## src/rtl/secded_pkg.sv

```systemverilog
package secded_pkg;

  localparam int DATA_W = 64;
  localparam int CHK_W  = 8;
  localparam int CW_W   = DATA_W + CHK_W;
  localparam int POS_W  = $clog2(CW_W);

  // Fixed assignments that software and storage depend on.
  localparam int              PIN_BIT  = 26;
  localparam logic [CHK_W-1:0] PIN_COL  = 8'hE6;
  localparam int              TUNE_BIT = 43;
  localparam logic [CHK_W-1:0] TUNE_COL = 8'h7F;
  localparam logic [CHK_W-1:0] SKIP_COL = 8'h07;

  function automatic int popc(input logic [CHK_W-1:0] v);
    int n;
    n = 0;
    for (int b = 0; b < CHK_W; b++) n += int'(v[b]);
    return n;
  endfunction

  // Data columns: weight-3/5 patterns in ascending order, 0x07 left out,
  // slot 26 pinned to 0xE6, slot 43 set to 0x7F to fix the reference code.
  function automatic logic [DATA_W-1:0][CHK_W-1:0] build_hmat();
    logic [DATA_W-1:0][CHK_W-1:0] m;
    logic [CHK_W-1:0] v;
    int slot;
    int w;
    m    = '0;
    slot = 0;
    for (int c = 1; c < (1 << CHK_W); c++) begin
      v = c[CHK_W-1:0];
      w = popc(v);
      if ((w == 3 || w == 5) && v != SKIP_COL && slot < DATA_W) begin
        if (slot == PIN_BIT) slot++;
        if (slot < DATA_W) begin
          m[slot] = v;
          slot++;
        end
      end
    end
    m[PIN_BIT]  = PIN_COL;
    m[TUNE_BIT] = TUNE_COL;
    return m;
  endfunction

  localparam logic [DATA_W-1:0][CHK_W-1:0] HMAT = build_hmat();

  // Data bits that feed check bit j.
  function automatic logic [DATA_W-1:0] row_of(input int j);
    logic [DATA_W-1:0] r;
    for (int i = 0; i < DATA_W; i++) r[i] = HMAT[i][j];
    return r;
  endfunction

  typedef struct packed {
    logic [DATA_W-1:0] data;
    logic [CHK_W-1:0]  chk;
    logic [CHK_W-1:0]  syn;
    logic              ce;
    logic              ue;
    logic [POS_W-1:0]  pos;
  } dec_res_t;

  localparam int RES_W = $bits(dec_res_t);

endpackage

```

## src/rtl/secded_enc.sv

```systemverilog
module secded_enc
  import secded_pkg::*;
(
  input  logic [DATA_W-1:0] data_i,
  output logic [CHK_W-1:0]  chk_o
);

  // One parity tree per check bit.
  for (genvar j = 0; j < CHK_W; j++) begin : g_tree
    localparam logic [DATA_W-1:0] ROW = row_of(j);
    assign chk_o[j] = ^(data_i & ROW);
  end

endmodule

```

## src/rtl/secded_dec.sv

```systemverilog
module secded_dec
  import secded_pkg::*;
(
  input  logic [DATA_W-1:0] data_i,
  input  logic [CHK_W-1:0]  chk_i,
  output dec_res_t          res_o
);

  logic [CHK_W-1:0] recalc;
  logic [CHK_W-1:0] syn;
  logic [CW_W-1:0]  hit;
  logic [CW_W-1:0]  fixed;
  logic [POS_W-1:0] pos;

  secded_enc u_enc (
    .data_i (data_i),
    .chk_o  (recalc)
  );

  assign syn = recalc ^ chk_i;

  // Column matchers: data columns, then one-hot check columns.
  for (genvar i = 0; i < DATA_W; i++) begin : g_dcol
    assign hit[i] = (syn == HMAT[i]);
  end
  for (genvar j = 0; j < CHK_W; j++) begin : g_ccol
    localparam logic [CHK_W-1:0] ONEHOT = CHK_W'(1) << j;
    assign hit[DATA_W+j] = (syn == ONEHOT);
  end

  always_comb begin
    pos = '0;
    for (int k = 0; k < CW_W; k++) begin
      if (hit[k]) pos = pos | POS_W'(k);
    end
  end

  assign fixed = {chk_i, data_i} ^ hit;

  assign res_o.data = fixed[DATA_W-1:0];
  assign res_o.chk  = fixed[CW_W-1:DATA_W];
  assign res_o.syn  = syn;
  assign res_o.ce   = |hit;
  assign res_o.ue   = (syn != '0) && !(|hit);
  assign res_o.pos  = pos;

endmodule

```

## src/rtl/secded_stage.sv

```systemverilog
module secded_stage #(
  parameter int W   = 8,
  parameter bit REG = 1'b1
) (
  input  logic         clk,
  input  logic         rst_n,
  input  logic         in_valid,
  output logic         in_ready,
  input  logic [W-1:0] in_data,
  output logic         out_valid,
  input  logic         out_ready,
  output logic [W-1:0] out_data
);

  if (REG) begin : g_reg
    logic         full_q;
    logic [W-1:0] data_q;

    assign in_ready  = !full_q || out_ready;
    assign out_valid = full_q;
    assign out_data  = data_q;

    always_ff @(posedge clk or negedge rst_n) begin
      if (!rst_n) begin
        full_q <= 1'b0;
        data_q <= '0;
      end else if (in_ready) begin
        full_q <= in_valid;
        if (in_valid) data_q <= in_data;
      end
    end

    // A stalled result must not move.
    assert_stall_hold_R8: assert property (@(posedge clk) disable iff (!rst_n)
      (out_valid && !out_ready) |=> (out_valid && $stable(out_data)));

    // An accepted item is offered on the next cycle.
    assert_accept_next_R8: assert property (@(posedge clk) disable iff (!rst_n)
      (in_valid && in_ready) |=> (out_valid && out_data == $past(in_data)));

    // Back-pressure: stalled output blocks new input.
    assert_block_input_R8: assert property (@(posedge clk) disable iff (!rst_n)
      (out_valid && !out_ready) |-> !in_ready);
  end else begin : g_wire
    assign in_ready  = out_ready;
    assign out_valid = in_valid;
    assign out_data  = in_data;
  end

endmodule

```

## src/rtl/secded72_codec.sv

```systemverilog
module secded72_codec
  import secded_pkg::*;
#(
  parameter bit OUT_REG = 1'b1
) (
  input  logic              clk,
  input  logic              rst_n,
  input  logic              enc_in_valid,
  output logic              enc_in_ready,
  input  logic [DATA_W-1:0] enc_in_data,
  output logic              enc_out_valid,
  input  logic              enc_out_ready,
  output logic [DATA_W-1:0] enc_out_data,
  output logic [CHK_W-1:0]  enc_out_chk,
  input  logic              dec_in_valid,
  output logic              dec_in_ready,
  input  logic [DATA_W-1:0] dec_in_data,
  input  logic [CHK_W-1:0]  dec_in_chk,
  output logic              dec_out_valid,
  input  logic              dec_out_ready,
  output logic [DATA_W-1:0] dec_out_data,
  output logic [CHK_W-1:0]  dec_out_chk,
  output logic [CHK_W-1:0]  dec_out_syn,
  output logic              dec_out_ce,
  output logic              dec_out_ue,
  output logic [POS_W-1:0]  dec_out_pos
);

  // Encode stream
  logic [CHK_W-1:0] enc_c;
  logic [CW_W-1:0]  enc_s_in;
  logic [CW_W-1:0]  enc_s_out;

  secded_enc u_enc (
    .data_i (enc_in_data),
    .chk_o  (enc_c)
  );

  assign enc_s_in = {enc_c, enc_in_data};

  secded_stage #(.W(CW_W), .REG(OUT_REG)) u_enc_stage (
    .clk       (clk),
    .rst_n     (rst_n),
    .in_valid  (enc_in_valid),
    .in_ready  (enc_in_ready),
    .in_data   (enc_s_in),
    .out_valid (enc_out_valid),
    .out_ready (enc_out_ready),
    .out_data  (enc_s_out)
  );

  assign enc_out_data = enc_s_out[DATA_W-1:0];
  assign enc_out_chk  = enc_s_out[CW_W-1:DATA_W];

  // Decode stream
  dec_res_t         dec_c;
  dec_res_t         dec_q;
  logic [RES_W-1:0] dec_v_in;
  logic [RES_W-1:0] dec_v_out;

  secded_dec u_dec (
    .data_i (dec_in_data),
    .chk_i  (dec_in_chk),
    .res_o  (dec_c)
  );

  assign dec_v_in = dec_c;

  secded_stage #(.W(RES_W), .REG(OUT_REG)) u_dec_stage (
    .clk       (clk),
    .rst_n     (rst_n),
    .in_valid  (dec_in_valid),
    .in_ready  (dec_in_ready),
    .in_data   (dec_v_in),
    .out_valid (dec_out_valid),
    .out_ready (dec_out_ready),
    .out_data  (dec_v_out)
  );

  assign dec_q        = dec_res_t'(dec_v_out);
  assign dec_out_data = dec_q.data;
  assign dec_out_chk  = dec_q.chk;
  assign dec_out_syn  = dec_q.syn;
  assign dec_out_ce   = dec_q.ce;
  assign dec_out_ue   = dec_q.ue;
  assign dec_out_pos  = dec_q.pos;

  // Decoder result against the raw read word.
  assert_clean_pass_R2: assert property (@(posedge clk) disable iff (!rst_n)
    (dec_c.syn == '0) |-> (!dec_c.ce && !dec_c.ue && dec_c.pos == '0 &&
                           dec_c.data == dec_in_data && dec_c.chk == dec_in_chk));

  assert_data_repair_R3: assert property (@(posedge clk) disable iff (!rst_n)
    (dec_c.ce && dec_c.pos < POS_W'(DATA_W)) |->
      ($countones(dec_c.data ^ dec_in_data) == 1 && dec_c.chk == dec_in_chk));

  assert_chk_repair_R4: assert property (@(posedge clk) disable iff (!rst_n)
    (dec_c.ce && dec_c.pos >= POS_W'(DATA_W)) |->
      ($countones(dec_c.chk ^ dec_in_chk) == 1 && dec_c.data == dec_in_data));

  assert_even_uncorr_R5: assert property (@(posedge clk) disable iff (!rst_n)
    (dec_c.syn != '0 && !(^dec_c.syn)) |->
      (dec_c.ue && dec_c.data == dec_in_data && dec_c.chk == dec_in_chk));

  assert_flags_excl_R7: assert property (@(posedge clk) disable iff (!rst_n)
    $onehot0({dec_c.ce, dec_c.ue}));

endmodule

```

## config.mk

```make
export PLATFORM = sky130hd
export DESIGN_NAME = secded72_codec
export DESIGN_NICKNAME = d
export VERILOG_FILES = /design/src/rtl/secded_pkg.sv /design/src/rtl/secded_enc.sv /design/src/rtl/secded_dec.sv /design/src/rtl/secded_stage.sv /design/src/rtl/secded72_codec.sv
export SDC_FILE = /design/constraint.sdc
export NUM_CORES = 1
export LEC_CHECK = 0
export BUFFER_PORTS_ARGS = -buffer_cell sky130_fd_sc_hd__buf_4
export CAP_MARGIN = 20
export CORE_UTILIZATION = 53
export CTS_BUF_LIST = sky130_fd_sc_hd__clkbuf_8
export CTS_CLUSTER_SIZE = 24
export DETAILED_ROUTE_END_ITERATION = 10
export PLACE_DENSITY = 0.81
export REMOVE_ABC_BUFFERS = 1
export SYNTH_ARGS = -nofsm -noshare
export SYNTH_HDL_FRONTEND = slang
export SYNTH_SLANG_ARGS = --single-unit
```

## constraint.sdc

```tcl
create_clock -name clk -period 3.9 [get_ports clk]
set_input_delay 0.39 -clock clk [delete_from_list [all_inputs] [get_ports clk]]
set_output_delay 0.39 -clock clk [all_outputs]
set_load 0.01 [all_outputs]
```

======== After elaboration in Yosys (flattened, before gate mapping) ========
Index checks and enable logic that the tools add are counted.
W data, S select, Z words.
cells by class
  mux-type cells .......................... 75
  bitwise logic cells ..................... 2
  equality and inequality tests ........... 74
  reduce and logical (&&, ||, !) cells .... 26
operators by type and width
  kind                  number
  $reduce_xor A64 Y1    16
  $eq A8 B7 Y1 const B  31
  $mux W6               32
  $mux W89              2
  $mux W72              2
  $eq A8 B6 Y1 const B  16
  $eq A8 B8 Y1 const B  10
  $mux W5               16
  $reduce_or A72 Y1     1
  $xor A72 B72 Y72      1
  $eq A8 B5 Y1 const B  8
  $mux W7               8
  $eq A8 B4 Y1 const B  4
  $mux W4               8
  $mux W3               4
  $eq A8 B1 Y1 const B  1
  $eq A8 B2 Y1 const B  1
  $eq A8 B3 Y1 const B  1
  $reduce_bool A8 Y1    1
  $xor A8 B8 Y8         1
  $mux W2               2
  $ne A2 B2 Y1 const B  2
  $reduce_and A2 Y1     2
  $logic_not A1 Y1      3
  other kinds (3)       4
word-level totals
  output and inout port bits .............. 165
  logic and storage cells ................. 181
  flip-flop bits (word level) ............. 163

======== Depth between registers and ports, before layout ========
  depth in word-level cells ............... 76
  depth in mapped cells ................... 14

======== Cells and area by module ========
Synthesis repeated with hierarchy kept, for this count alone.
unflattened totals
  cell total of the unflattened synthesis .. 902
  area, all modules ....................... 11,541.1 um^2
modules (own cells, without submodules)
  module                      cells an instance  area an instance (um^2)  times used  seq. area each (um^2)
  secded_stage (u_dec_stage)  191                3,380.7                  1           2,252.2
  secded_stage (u_enc_stage)  155                3,010.4                  1           1,826.8
  secded_enc                  107                1,393.8                  2           0.0
  secded_dec                  342                2,362.3                  1           0.0

======== Least setup slack after synthesis ========
No wires, ideal clock.
  path type ............................... input -> register
  from .................................... input port dec_in_data[43]
  to ...................................... register u_dec_stage.g_reg.data_q[8] (netlist: u_dec_stage.out_data[8])
  required time ........................... 3.781 ns
  path buffers ............................ 2
  arrival time ............................ 3.076 ns
  setup time .............................. 0.119 ns
  stages .................................. 13
  slack ................................... 0.705 ns
  cell sequence ........................... buf_2 -> xnor2_2 -> xnor3_1 -> xnor2_1 -> xor3_1 -> buf_6 -> nor3b_1 -> o32a_1 -> a22oi_2 -> o221ai_2 -> a211oi_2 -> nand4_1 -> o21a_1
between the ends
  longest elaborated chain between the ends .. 6
  elaborated cells on any way between the ends .. 83
  those cells by class .................... eq/ne: 72; mux: 2; bitwise: 1; reduce/logical: 8
RTL lines
  item                                  line                  RTL
  from (decl)                           secded72_codec.sv:17  input logic [DATA_W-1:0] dec_in_data,
  $reduce_xor A64 Y1                    secded_enc.sv:11      assign chk_o[j] = ^(data_i & ROW);
  $xor A8 B8 Y8 (*)                     secded_dec.sv:20      assign syn = recalc ^ chk_i;
  $eq A8 B4 Y1 (tied with other cells)  secded_dec.sv:24      assign hit[i] = (syn == HMAT[i]);
  $reduce_or A72 Y1 (*)                 secded_dec.sv:43      assign res_o.ce = |hit;
  $mux W89 (*)                          secded_stage.sv:29    if (in_valid) data_q <= in_data;
  $mux W89 (*)                          secded_stage.sv:27    end else if (in_ready) begin
  to (signal assigned)                  secded_stage.sv:29
  to (decl)                             secded_stage.sv:17    logic [W-1:0] data_q;
Every way passes the cells marked *; elsewhere a longest branch is shown, timed or not. The select of a mux whose other input is x is not followed.
A chain may end at the register's enable or synchronous reset.

======== Worst setup path in the final report ========
  from .................................... input port dec_in_data[40]
  to ...................................... register u_dec_stage.g_reg.data_q[7] (netlist: u_dec_stage.out_data[7])
between the ends
  longest elaborated chain between the ends .. 8
  elaborated cells on any way between the ends .. 84
  those cells by class .................... eq/ne: 72; mux: 2; bitwise: 1; reduce/logical: 9
RTL lines
  item                                  line                RTL
  $reduce_xor A64 Y1                    secded_enc.sv:11
  $xor A8 B8 Y8 (*)                     secded_dec.sv:20
  $eq A8 B4 Y1 (tied with other cells)  secded_dec.sv:24
  $reduce_or A72 Y1                     secded_dec.sv:44    assign res_o.ue = (syn != '0) && !(|hit);
  $logic_not A1 Y1                      secded_dec.sv:44
  $logic_and A1 B1 Y1 (*)               secded_dec.sv:44
  $mux W89 (*)                          secded_stage.sv:29
  $mux W89 (*)                          secded_stage.sv:27
Marks and branches as above.

==> flow_summary.toml <==
[status]
outcome = "finished, violations left"
violations = "hold timing"

[global_route]
grt_antenna_before_repair = 0
pin_count_of_the_biggest_net_entering_global_routing = 111
via_count_of_the_first_global_routing_pass = 9633
wire_length_of_the_first_global_routing_pass_mm = 55.53
grt_usage_pct = 35.07
global_route.overflow_total = 0

[routing]
remaining_drc_errors = 0
drt-pass1-iter-count = 5
wire_per_inst_um = 20.97
drt_first_iter_violations = 663
antenna_violating_nets_post_route = 0
route.vias.total = 9363
postRouteWirelength_mm = 36.22
detail_route.vias_per_cell = 5.422

[synthesis]
synth.most_common_cell = "xnor2_1"
synth-edff-count = 0
syn_area_um2 = 10870
synth_cells = 1077
yosysTopAreaCell = "dfrtp_1"
area_share_of_the_largest_cell_type_after_synthesis_pct = 37.53
synth-async-reset-ratio_pct = 100.0
synth_flop_cell = "dfrtp_1"
synth_top_cells_by_count = "265 x xnor2_1, 163 x dfrtp_1, 138 x nand2_1"
number_of_synthesis_warnings = 0
synth_top_cells_by_area = "dfrtp_1 38%, xnor2_1 21%, mux2_2 6.7%"
synth_sequential_area_ratio_pct = 37.53
number_of_flip_flops_and_latches_in_the_synthesized_netlist = 163
syn-mean-instance-area_um2 = 10.09
post_synth_num_cell_types = 67

[setup_path]
timing_worst_setup_path_type = "in -> reg"
worst_setup_path_start_kind = "primary input"
critical_path.slowest_cell = "xor3_1"
top_cell_family_by_delay_on_the_critical_path = "XOR/XNOR gates"
crit_chain = "buf_4 -> xnor2_1 -> xnor3_1 -> xnor2_1 -> xor3_1 -> buf_4 -> xor2_1 -> mux2_2 -> nand3b_1 -> o211ai_1 -> nor4_4 -> nand4_1 -> o21ai_1"
critical_path.reg2reg.startpoint = "u_dec_stage.out_valid"
cp_data_arrival_time_ps = 3820
worst-path-max-fanout = 13
end_kind = "flip-flop"
reg2reg_end = "u_dec_stage.out_data[29]"
r2r_slack_ps = 1790
r2r_cells = 5
worstPathRequired_ps = 4260
worst-path-buf-inv = 2
critPathMaxStageDelay_ps = 710

[clock_tree]
clk_path_buf_depth = 2
cts-resized-gates = 0
cts_hold_buf = 0
cts_made_buffers = 17
cts_tree = "done"
cts-htree-levels = 4
post-cts-setup-buffers = 0
worstSkewPairLatency_ps = 470
clk_root_buffer_cell = "clkbuf_8"
clock_pin_slew_of_the_registers_on_the_worst_case_setup_and_hold_paths_ps = 100
cts_sinks = 163

[final_layout]
area.growth.synth_to_final_pct = 32.11
postLayoutCellArea_um2 = 14360
antenna_cells_inserted = 0
finalNonFillerCells = 1727
final_core_util_pct = 71.18
post_route_cells_drive_above_1_share_pct = 36.51
nFillCells = 1544
layout.nets = 1586

[placed_design]
gp_congestion = 0.9841
dp.cells = 1695
place_hpwl_mm = 29.28
placed_cell_area_um2 = 13960
port-buffer-count = 306
detailedPlace.worstSlack_ps = 17.91

[power]
vdd.ir_drop.worst_v = 0.001219
total_power_mw = 11.25
power.static_leakage_nw = 6.286
power_per_cell_area_nw_per_um2 = 783.2

[sta]
maxSlewViolCount = 0
final.setup.worst_slack_ps = 436.8
setup_viol = 0
timing.final.crit_period_ps = 3463
final.setup.tns_ps = 0
transition_time_at_the_pin_with_the_least_slew_margin_ps = 1002
period_utilization_post_route_pct = 88.80
grt_setup_unrepaired = "no"
hold_slack_ps = -9.265
fmaxAchievable_mhz = 288.7
maxSlewHeadroom_pct = 33.23
worst_clock_skew_ps = 11.28
finalHoldViolCount = 5

[floorplanning]
die_area_um2 = 21080
rows = 52
num_io_pins = 307
initial_core_utilization_pct = 53.88
die_width_um = 145.2
core_region_area_um2 = 20170
die_height_um = 145.2

[min_path]
holdCritPathClass = "in -> async"

[run]
maxCapViolCount = 0
==> worst reg2reg max path: stages (launching register included) <==
cell and delay (ps):
dfrtp_1 370, nand2b_1 140, nand2_4 730, buf_4 570, nand2_1 120, o21ai_0 100
==> layout by cell type (no fill, tap or decap), drive strengths merged, types with 7 or more instances in the layout <==
cell	Yosys	routed
a21oi	15	15
a22oi	7	7
a31oi	7	7
buf	17	393
clkbuf	28	17
dfrtp	163	163
inv	0	8
mux2	65	65
nand2	143	143
nand2b	8	8
nand3	16	16
nor2	92	92
o21ai	92	92
xnor2	277	277
xnor3	24	24
xor2	45	45
==> registers in the layout (all words and copies together) (netlist names) <==
name,flops
u_enc_stage.out_data,72
u_dec_stage.out_valid,1
u_enc_stage.out_valid,1
u_dec_stage.out_data,89
==> how the worst max path moves through the flow <==
stage / from / to / slack (ps) / cells after the start
CTS: dec_in_data[40] / u_dec_stage.out_data[7] / 480 / 13
detailed placement: dec_in_data[40] / u_dec_stage.out_data[7] / 20 / 13
global route: dec_in_data[40] / u_dec_stage.out_data[8] / 310 / 13
global placement: dec_in_data[62] / u_dec_stage.out_data[8] / 20 / 13
floorplan: dec_out_ready / u_dec_stage.out_data[3] / 420 / 5
finish: dec_in_data[40] / u_dec_stage.out_data[7] / 440 / 13
==> cell type report <==
type,count,area [um^2],share of cell area (%)
Multi-Input combinational cell,869,6586,45.87
Sequential cell,163,4079,28.41
Timing Repair Buffer,393,2954,20.58
Tap cell,270,337.8,2.353
Clock buffer,17,234.0,1.630
Clock inverter,15,166.4,1.159
==> cell families (layout without fill, tap and decap cells) <==
group,after synthesis,after routing,share of synthesized area (%)
xor gates and xnor gates,348,348,32.40
and+or+nand+nor,295,295,11.96
DFF,163,163,37.53
AOI/OAI and AO/OA,156,156,8.957
muxes,70,70,7.195
buffers and inverters,45,425,1.957
==> where the power goes <==
group	total, mW	switching, mW	internal, mW
logic	7.69	4.30	3.39
registers	2.26	0.216	2.05
clock network	1.30	0.762	0.534
total	11.2	5.27	5.97
==> per-layer routing <==
| metal | up-vias | track usage [%] | part of all wire, % |
|---|---|---|---|
| met5 | - | 0 | 0 |
| met4 | 0 | 20.53 | 5.9 |
| met3 | 111 | 6.384 | 6.8 |
| met2 | 418 | 57.98 | 48 |
| met1 | 4507 | 42.99 | 39 |
| li1 | 4327 | - | - |
(Power assumes the default switching activity.)
